**src/rtl/lsc_pkg.sv**
```systemverilog
package lsc_pkg;

  localparam int LSC_CH_DEFAULT   = 10;
  localparam int LSC_SYNC_DEFAULT = 2;

  // Raw serial-side inputs, carried together through the synchronizer
  typedef struct packed {
    logic sck;
    logic sdi;
    logic xfr;
  } lsc_ser_t;

  // Rising-edge detection on a sampled level
  function automatic logic lsc_rise(input logic now_v, input logic prev_v);
    return now_v & ~prev_v;
  endfunction

  // Channel enable: a stored one, unless blanking or over-voltage is active
  function automatic logic lsc_gate(input logic lat_v, input logic blank_v,
                                    input logic ovp_v);
    return lat_v & ~blank_v & ~ovp_v;
  endfunction

endpackage

```
**src/rtl/lsc_sync.sv**
```systemverilog
module lsc_sync #(
  parameter int W      = 3,
  parameter int STAGES = 2
) (
  input  logic         clk,
  input  logic         rst_n,
  input  logic [W-1:0] d_in,
  output logic [W-1:0] d_out
);

  logic [W-1:0] stg [STAGES];

  for (genvar s = 0; s < STAGES; s++) begin : g_stage
    if (s == 0) begin : g_first
      always_ff @(posedge clk or negedge rst_n) begin
        if (!rst_n) stg[s] <= '0;
        else        stg[s] <= d_in;
      end
    end else begin : g_next
      always_ff @(posedge clk or negedge rst_n) begin
        if (!rst_n) stg[s] <= '0;
        else        stg[s] <= stg[s-1];
      end
    end
  end

  assign d_out = stg[STAGES-1];

endmodule

```
**src/rtl/lsc_shifter.sv**
```systemverilog
module lsc_shifter #(
  parameter int N = 10
) (
  input  logic         clk,
  input  logic         rst_n,
  input  logic         step,
  input  logic         din,
  output logic [N-1:0] bits,
  output logic         dout
);

  always_ff @(posedge clk or negedge rst_n) begin
    if (!rst_n)    bits <= '0;
    else if (step) bits <= {bits[N-2:0], din};
  end

  assign dout = bits[N-1];

  // one stage per step, new bit enters at stage 0
  a_r1_advance: assert property (@(posedge clk) disable iff (!rst_n)
    step |=> bits[N-1:1] == $past(bits[N-2:0]));
  a_r1_entry: assert property (@(posedge clk) disable iff (!rst_n)
    step |=> bits[0] == $past(din));
  a_r1_idle: assert property (@(posedge clk) disable iff (!rst_n)
    !step |=> $stable(bits));

  // register empty while reset is held
  always @(posedge clk) begin
    if (!rst_n) begin
      a_r8_clear: assert (bits == '0);
    end
  end

endmodule

```
**src/rtl/lsc_hold.sv**
```systemverilog
module lsc_hold #(
  parameter int N = 10
) (
  input  logic         clk,
  input  logic         rst_n,
  input  logic         open,
  input  logic [N-1:0] d,
  output logic [N-1:0] view
);

  logic [N-1:0] hold_q;

  always_ff @(posedge clk or negedge rst_n) begin
    if (!rst_n)    hold_q <= '0;
    else if (open) hold_q <= d;
  end

  // Transparent while open, otherwise the last captured value
  assign view = open ? d : hold_q;

  // closed transfer keeps the held state
  a_r4_keep: assert property (@(posedge clk) disable iff (!rst_n)
    !open |=> $stable(hold_q));
  // open transfer tracks the register
  a_r5_track: assert property (@(posedge clk) disable iff (!rst_n)
    open |=> hold_q == $past(d));

endmodule

```
**src/rtl/led_serial_ctrl.sv**
```systemverilog
module led_serial_ctrl
  import lsc_pkg::*;
#(
  parameter int NUM_CH      = LSC_CH_DEFAULT,
  parameter int SYNC_STAGES = LSC_SYNC_DEFAULT
) (
  input  logic              clk,
  input  logic              supply_good,
  input  logic              ser_clk,
  input  logic              ser_din,
  input  logic              xfer,
  input  logic              blank,
  input  logic              ovp_flag,
  output logic              ser_dout,
  output logic [NUM_CH-1:0] ch_en
);

  localparam int SER_W = $bits(lsc_ser_t);

  logic              rst_n;
  lsc_ser_t          raw_s;
  lsc_ser_t          sync_s;
  logic              sck_prev;
  logic              step;
  logic [NUM_CH-1:0] reg_bits;
  logic [NUM_CH-1:0] view_bits;

  assign rst_n = supply_good;
  assign raw_s = '{sck: ser_clk, sdi: ser_din, xfr: xfer};

  lsc_sync #(.W(SER_W), .STAGES(SYNC_STAGES)) u_sync (
    .clk   (clk),
    .rst_n (rst_n),
    .d_in  (raw_s),
    .d_out (sync_s)
  );

  always_ff @(posedge clk or negedge rst_n) begin
    if (!rst_n) sck_prev <= 1'b0;
    else        sck_prev <= sync_s.sck;
  end

  assign step = lsc_rise(sync_s.sck, sck_prev);

  lsc_shifter #(.N(NUM_CH)) u_shift (
    .clk   (clk),
    .rst_n (rst_n),
    .step  (step),
    .din   (sync_s.sdi),
    .bits  (reg_bits),
    .dout  (ser_dout)
  );

  lsc_hold #(.N(NUM_CH)) u_hold (
    .clk   (clk),
    .rst_n (rst_n),
    .open  (sync_s.xfr),
    .d     (reg_bits),
    .view  (view_bits)
  );

  for (genvar i = 0; i < NUM_CH; i++) begin : g_ch
    assign ch_en[i] = lsc_gate(view_bits[i], blank, ovp_flag);
  end

  // serial output is the bit that was one stage below before the step
  a_r3_dout: assert property (@(posedge clk) disable iff (!rst_n)
    step |=> ser_dout == $past(reg_bits[NUM_CH-2]));

  // overrides force every channel off at once
  always_comb begin
    if (blank) begin
      a_r6_blank_off: assert (ch_en == '0);
    end
    if (ovp_flag) begin
      a_r7_ovp_off: assert (ch_en == '0);
    end
  end

endmodule

```
**config.mk**
```make
export PLATFORM = sky130hd
export DESIGN_NAME = led_serial_ctrl
export DESIGN_NICKNAME = d
export VERILOG_FILES = /design/src/rtl/lsc_pkg.sv /design/src/rtl/lsc_sync.sv /design/src/rtl/lsc_shifter.sv /design/src/rtl/lsc_hold.sv /design/src/rtl/led_serial_ctrl.sv
export SDC_FILE = /design/constraint.sdc
export NUM_CORES = 1
export LEC_CHECK = 0
export BUFFER_PORTS_ARGS = -buffer_cell sky130_fd_sc_hd__buf_2
export CORE_UTILIZATION = 38
export DETAILED_ROUTE_END_ITERATION = 8
export SLEW_MARGIN = 20
export SYNTH_ARGS = -nofsm -noshare
export SYNTH_HDL_FRONTEND = slang
export SYNTH_SLANG_ARGS = --single-unit
export TNS_END_PERCENT = 1
```
**constraint.sdc**
```tcl
create_clock -name clk -period 1.6 [get_ports clk]
set_input_delay 0.32 -clock clk [delete_from_list [all_inputs] [get_ports clk]]
set_output_delay 0.32 -clock clk [all_outputs]
set_load 0.02 [all_outputs]
```
After elaboration in Yosys (flattened, before gate mapping)
Cells that the tools add are included.
Cells by class
  muxes and demuxes: 1
  bitwise gates (word level): 24
Operators with widths (count)
  $and 1x1->1: 21
  $mux 10: 1
  $not 1->1: 3
Word-level totals
  bits in registers: 27
  bits of input ports: 7
  output and inout port bits: 11
  logic and storage cells: 30

Depth between registers and ports, before layout
Gate-level depths: netlist of the first run.
  depth in word-level cells: 3
  depth in mapped cells: 3
  gate-level depth less buffers: 2

Hierarchy
A second synthesis of the first run with hierarchy kept.
Unflattened totals
  cell total of the unflattened synthesis: 66
  area total of the unflattened synthesis: 1182.4 um2
Modules (own cells, without submodules)
  lsc_shifter: times used 1, cells an instance 22, area an instance 419.2 um2, seq. area each 250.2 um2
  lsc_hold: times used 1, cells an instance 21, area an instance 411.6 um2, seq. area each 250.2 um2
  led_serial_ctrl: times used 1, cells an instance 14, area an instance 178.9 um2, seq. area each 25.0 um2
  lsc_sync: times used 1, cells an instance 9, area an instance 172.7 um2, seq. area each 150.1 um2

Worst setup path after synthesis of the first run
No wires, ideal clock.
  kind: input port to output port
  from: in ovp_flag
  to: out ch_en[1]
  data arrival time: 1.082 ns
  required time: 1.280 ns
  slack: 0.198 ns
  cell stages on the path: 3
  path buffers: 1
  path through: or2_0 clkbuf_1 nor2b_1
On the way
  cells in the longest elaborated chain, start to end: 2
Ends and longest elaborated chain
  start: declaration: line led_serial_ctrl.sv:13  | input logic ovp_flag,
  $not 1->1: line lsc_pkg.sv:21  | return lat_v & ~blank_v & ~ovp_v;
  $and 1x1->1: line lsc_pkg.sv:21
  end: declaration: line led_serial_ctrl.sv:15  | output logic [NUM_CH-1:0] ch_en
Every way passes these cells.

Worst setup path after layout of the first run
  from: reg u_sync.stg, in the netlist u_sync.d_out[0]
  to: out ch_en[5]
On the way
  cells in the longest elaborated chain, start to end: 3
Ends and longest elaborated chain
  start: declaration: line lsc_sync.sv:11  | logic [W-1:0] stg [STAGES];
  start signal: indexed assignment: line lsc_sync.sv:22  | else stg[s] <= stg[s-1];
  $mux 10
  net u_hold.view[5]: line lsc_hold.sv:8  | output logic [N-1:0] view
  $and 1x1->1 (2 in a row): line lsc_pkg.sv:21
The timed path passes the listed nets, and every way through them passes these cells.

==> results of run 1 <==
==> registers in the layout, indices dropped and copies added, names as in the netlist <==
register	flops
sck_prev	1
u_sync.stg	3
u_hold.hold_q	10
u_sync.d_out	3
u_shift.bits	10
==> logic make-up (layout without fill, tap and decap cells) <==
logic type | count (synthesis) | after routing | share of synthesized area
buffers and inverters | 3 | 25 | 0.02508
and+or+nand+nor | 12 | 12 | 0.07885
DFF | 27 | 27 | 0.6452
muxes | 20 | 20 | 0.2509
==> worst paths after layout <==
check,depth (start not counted),from,slack (ns),to
worst max-delay path,4,u_sync.d_out[0],-0.23,ch_en[5]
worst max register to register,3,sck_prev,0.46,u_shift.bits[1]
worst min-delay path,1,xfer,0.09,u_sync.stg[3]
max in group asynchronous,2,supply_good,0.66,u_sync.d_out[0]
worst min register to register,0,u_sync.stg[5],0.37,u_sync.d_out[2]
min in group asynchronous,2,supply_good,0.52,u_shift.bits[7]
==> what timing repair did <==
item | 4_1_cts | 5_1_grt
setup endpoints to repair | 10 | 10
hold buffers | 1 | 0
setup buffers | 1 | 0
resized for setup | 3 | 2
pin swaps | 0 | 0
hold endpoints to repair | 27 | 0
==> per-stage QoR <==
step | hold slack (ns) | cells | setup TNS, ns
3_3_place_gp | 0.3327 | 108 | -0.3724
6_report | 0.08583 | 114 | -2.163
4_1_cts | 0.06712 | 114 | -2.364
3_5_place_dp | 0.3347 | 108 | -0.7106
5_1_grt | 0.04389 | 114 | -2.993
2_1_floorplan | 0.02441 | 62 | 0
==> cell type report <==
class	count	area share
Tap cell	30	0.03049
Sequential cell	27	0.5498
Clock buffer	3	0.01829
Clock inverter	1	0.006098
Timing Repair Buffer	21	0.1148
Multi-Input combinational cell	32	0.2805
==> power groups by stage <==
stage                     Clock [mW]  Combinational (mW)  Sequential [mW]
final                          0.294               0.504             1.02
after global routing           0.346               0.549             1.04
after CTS                      0.315               0.507             1.02
after detailed placement           0               0.489             1.04
after global placement             0               0.475             1.03
after floorplan                    0               0.385             1.00
==> layout by cell type (no fill, tap or decap) <==
| cell type | Yosys | layout |
|---|---|---|
| mux2_4 | 10 | 10 |
| buf_12 | 0 | 1 |
| dfrtp_2 | 0 | 1 |
| dlygate4sd3_1 | 0 | 1 |
| or2_0 | 1 | 1 |
| buf_2 | 0 | 14 |
| clkinvlp_4 | 0 | 1 |
| buf_4 | 0 | 4 |
| mux2_2 | 10 | 10 |
| nor2b_4 | 1 | 1 |
| buf_6 | 2 | 1 |
| dfrtp_1 | 27 | 26 |
| clkbuf_4 | 0 | 3 |
| nor2b_1 | 10 | 10 |
==> per-layer routing <==
| metal | vias to the layer above | part of all wire | track usage |
|---|---|---|---|
| li1 | 251 | - | - |
| met1 | 260 | 0.50 | 0.1776 |
| met2 | 11 | 0.45 | 0.1748 |
| met3 | 2 | 0.041 | 0.05833 |
| met4 | 0 | 0.0099 | 0.03846 |
| met5 | - | 0 | 0 |
==> results.cfg, run 1 <==
[routing]
wl_per_cell_um = 13.32
vias = 524
drtPass1Iterations = 2
drc = 0
wirelength_um = 1519
ant_nets = 0
viasPerCell = 4.596
initialDrtViolationCount = 4

[clock_network]
clk_latency_ns = 0.32
cts_tree = built
cts_max_level = 1
root_buffer = clkbuf_4
cts_sinks = 27
cts-buffers-inserted = 3
cts.path.max_buffers = 2
clkSlewWorstSetupHoldPaths_ns = 0.15

[floorplanning]
die_w_um = 54.50
core_region_area_sq_mm = 0.002545
start_util = 0.4115
die_h_um = 54.50
io_pins = 18
dieArea_sq_mm = 0.002970
rows = 18

[setup_path]
path_cells = buf_12 > mux2_4 > nor2b_1 > buf_2
crit_fanout = 10
worstPathBufferInverterCount = 2
slowest_delay_ns = 0.44
required_ns = 1.28
slowest_stage = dfrtp_2
crit_family = flip-flops
worstPathArrival_ns = 1.51
end_kind = output pin
crit_type = reg2out
worstSetupStartpointType = flip-flop

[yosys]
yosys-top-cells-area = dfrtp_1, mux2_4, mux2_2
synth_most_common_cell = dfrtp_1
synth-seq-cells = 27
yosysSeqAreaShare = 0.6452
ys.flop_type = dfrtp_1
ys_top_cells_by_count = dfrtp_1, mux2_2, mux2_4, nor2b_1, buf_6
yosys_warnings = 0
syn_avg_cell_area_sq_um = 16.89
synth_top_area_frac = 0.6452
synthCells = 62
synth_edf_count = 0
yosysTopAreaCell = dfrtp_1
synthArstFlopShare = 1.000
yosysUniqueCellTypes = 8
syn_area_sq_mm = 0.001047
syn_nets = 69

[grt]
first_global_vias = 529
grt.overflow.total = 0
antenna_found_initial = 0
grt_max_degree = 28
grt_pass1_wl_um = 2539
track_usage = 0.1273

[power_and_ir_drop]
vdd_drop_max_uv = 740.1
p_leak_nw = 0.5887
pwr-share-comb = 0.278
fin_total_pwr_mw = 1.815
switching_share = 0.2760
clkPwrFrac = 0.162
switchingPower_mw = 0.5009
intPower_mw = 1.314
p_per_area_mw_per_mm2 = 1474
p_seq_frac = 0.560

[timing]
period_share = 1.142
fmax_mhz = 547.4
final_max_slew_viol_count = 0
skew_ns = 0.008850
finalHoldViolations = 0
setup_violations = 10
rsz0062_at_grt = yes
tightest_slew_ns = 0.6024
worst_slack_ns = -0.2267
slew_headroom = 0.5984
period_minus_slack_ns = 1.827

[cells_and_area]
drive_gt1_frac = 0.5476
nets = 92
postLayoutCellArea_sq_mm = 0.001231
n_antenna_cell = 0
fill_cells = 245
syn2layout_area_growth_pct = 17.56
seq_area_sq_um = 676.9
post-route-util = 0.4838
multi_input_area_sq_um = 345.3

[outcome]
status = finished, violations left
failed_checks = setup timing

[placed_design]
post-place-ws_ns = -0.07641
placed_area_sq_mm = 0.001159
dp_hpwl_um = 1035
placement.io_buffers = 17
gp_congestion = 0.6532

[worst_hold_path]
hp-class = in2reg

[flow_run]
maxCapViolations = 0
Power figures use the tool's default switching activity.
==> run 2: changes to the inputs <==
==> constraint.sdc (replaced) <==
create_clock -name clk -period 1.6 [get_ports clk]
set_input_delay 0.24 -clock clk [delete_from_list [all_inputs] [get_ports clk]]
set_output_delay 0.24 -clock clk [all_outputs]
set_load 0.02 [all_outputs]
==> run 2 against run 1 <==
- the run still ends with setup timing left
- flip-flop and latch count did not move
- sequential share of layout area fell by 0.77 points
- first-iteration DRC count fell by 75%
- largest power group unchanged
==> results.cfg, run 2 (synthesis results as in run 1) <==
[timing]
slew_headroom = 0.5683
finalHoldViolations = 0
tns_ns = -1.567
skew_ns = 0.009879
final_max_slew_viol_count = 0
tightest_slew_ns = 0.6476
rsz0062_at_grt = yes
worst_slack_ns = -0.1654
period_minus_slack_ns = 1.765
setup_violations = 10
fmax_mhz = 566.5
fin_hold_ws_ns = 0.3693
period_share = 1.103

[cells_and_area]
reg_top3 = u_hold.hold_q (10), u_shift.bits (10)
layout_commonest_cell = dfrtp_1
final_cell_mix = dfrtp_1, buf_2, mux2_4, nor2b_1, mux2_2
fill_cells = 227
syn2layout_area_growth_pct = 19.24
multi_input_area_sq_um = 345.3
seq_area_sq_um = 676.9
post-route-util = 0.4907
n_antenna_cell = 0
drive_gt1_frac = 0.5233
nets = 94

[setup_path]
crit_fanout = 10
path_cells = buf_12 > mux2_4 > nor2b_1 > buf_2
end_kind = output pin
worstSetupStartpointType = flip-flop
required_ns = 1.36
worstPathArrival_ns = 1.53
crit_family = flip-flops
slowest_delay_ns = 0.45
crit_type = reg2out
slowest_stage = dfrtp_2
worstPathBufferInverterCount = 2

[outcome]
failed_checks = setup timing
status = finished, violations left

[routing]
drc = 0
initialDrtViolationCount = 1
ant_nets = 0
wirelength_um = 1471
drtPass1Iterations = 2
vias = 528
viasPerCell = 4.552
wl_per_cell_um = 12.68

[flow_run]
maxCapViolations = 0

[clock_network]
clkSlewWorstSetupHoldPaths_ns = 0.14
cts.path.max_buffers = 2
cts_max_level = 1
cts-buffers-inserted = 3
cts_sinks = 27
clk_latency_ns = 0.31
root_buffer = clkbuf_4
cts_tree = built

[power_and_ir_drop]
clkPwrFrac = 0.156
p_seq_frac = 0.565
vdd_drop_max_uv = 680.3
intPower_mw = 1.313
switching_share = 0.2684
p_per_area_mw_per_mm2 = 1437
p_leak_nw = 0.6004
switchingPower_mw = 0.4817
pwr-share-comb = 0.279

[floorplanning]
die_w_um = 54.50
core_region_area_sq_mm = 0.002545
io_pins = 18
start_util = 0.4115
rows = 18
die_h_um = 54.50
dieArea_sq_mm = 0.002970

[worst_hold_path]
hp-class = reg2reg

[placed_design]
placement.io_buffers = 17
dp_hpwl_um = 979.9
gp_congestion = 0.6646

[grt]
grt_pass1_wl_um = 2290
first_global_vias = 507
track_usage = 0.1133
grt_max_degree = 28
grt.overflow.total = 0
antenna_found_initial = 0
## run 2: cell types whose count changed in the layout (fill, tap and decap cells not counted), sizes merged
cell	change
buf	-1
dlygate4sd3	+3
clkinv	+1
clkinvlp	-1
## run 2: layer usage
metal,global-route usage,wire length (um),up-vias
met5,0,0,-
met2,0.1789,692,9
met1,0.1480,714,265
met4,0.05128,15,0
li1,-,-,252
met3,0.02500,49,2
## run 2: final timing paths
kind / startpoint / to / slack (ns) / cells after the start
setup / recovery: u_sync.d_out[0] / ch_en[3] / -0.17 / 4
hold reg to reg: u_sync.stg[4] / u_sync.d_out[1] / 0.37 / 0
max in group asynchronous: supply_good / u_sync.d_out[0] / 0.75 / 2
min in group asynchronous: supply_good / u_hold.hold_q[1] / 0.43 / 2
setup reg to reg: sck_prev / u_shift.bits[9] / 0.46 / 3
hold / removal: u_sync.stg[4] / u_sync.d_out[1] / 0.37 / 0
## run 2: metrics by stage
step | total power, mW | worst slack [ns] | instance area [sq um] | instances
floorplan | 1.390 | 0.3310 | 1047 | 62
global placement | 1.504 | -0.007615 | 1151 | 107
detailed placement | 1.521 | -0.006080 | 1151 | 107
CTS | 1.812 | -0.1707 | 1210 | 113
global route | 1.913 | -0.2462 | 1249 | 116
finish | 1.795 | -0.1654 | 1249 | 116
## run 2: repair_timing
item                                    in CTS  in global routing
endpoints found under the setup margin      10                 10
buffers inserted                             1                  0
hold endpoints to repair                    27                  3
hold buffers                                 1                  3
gates resized for setup                      1                  3
## run 2: layout make-up
type                       instances  area share
sequential                        27      0.5421
multi-input combinational         32      0.2766
timing repair buffer              23      0.1293
tap                               30     0.03006
clock buffer                       3     0.01804
clock inverter                     1    0.004008
## run 2: power by group through the flow
stage / Clock [mW] / Sequential, mW / Combinational [mW]
finish: 0.280 / 1.01 / 0.501
global route: 0.330 / 1.04 / 0.543
CTS: 0.295 / 1.02 / 0.499
detailed placement: 0 / 1.04 / 0.482
global placement: 0 / 1.03 / 0.471
floorplan: 0 / 1.00 / 0.385
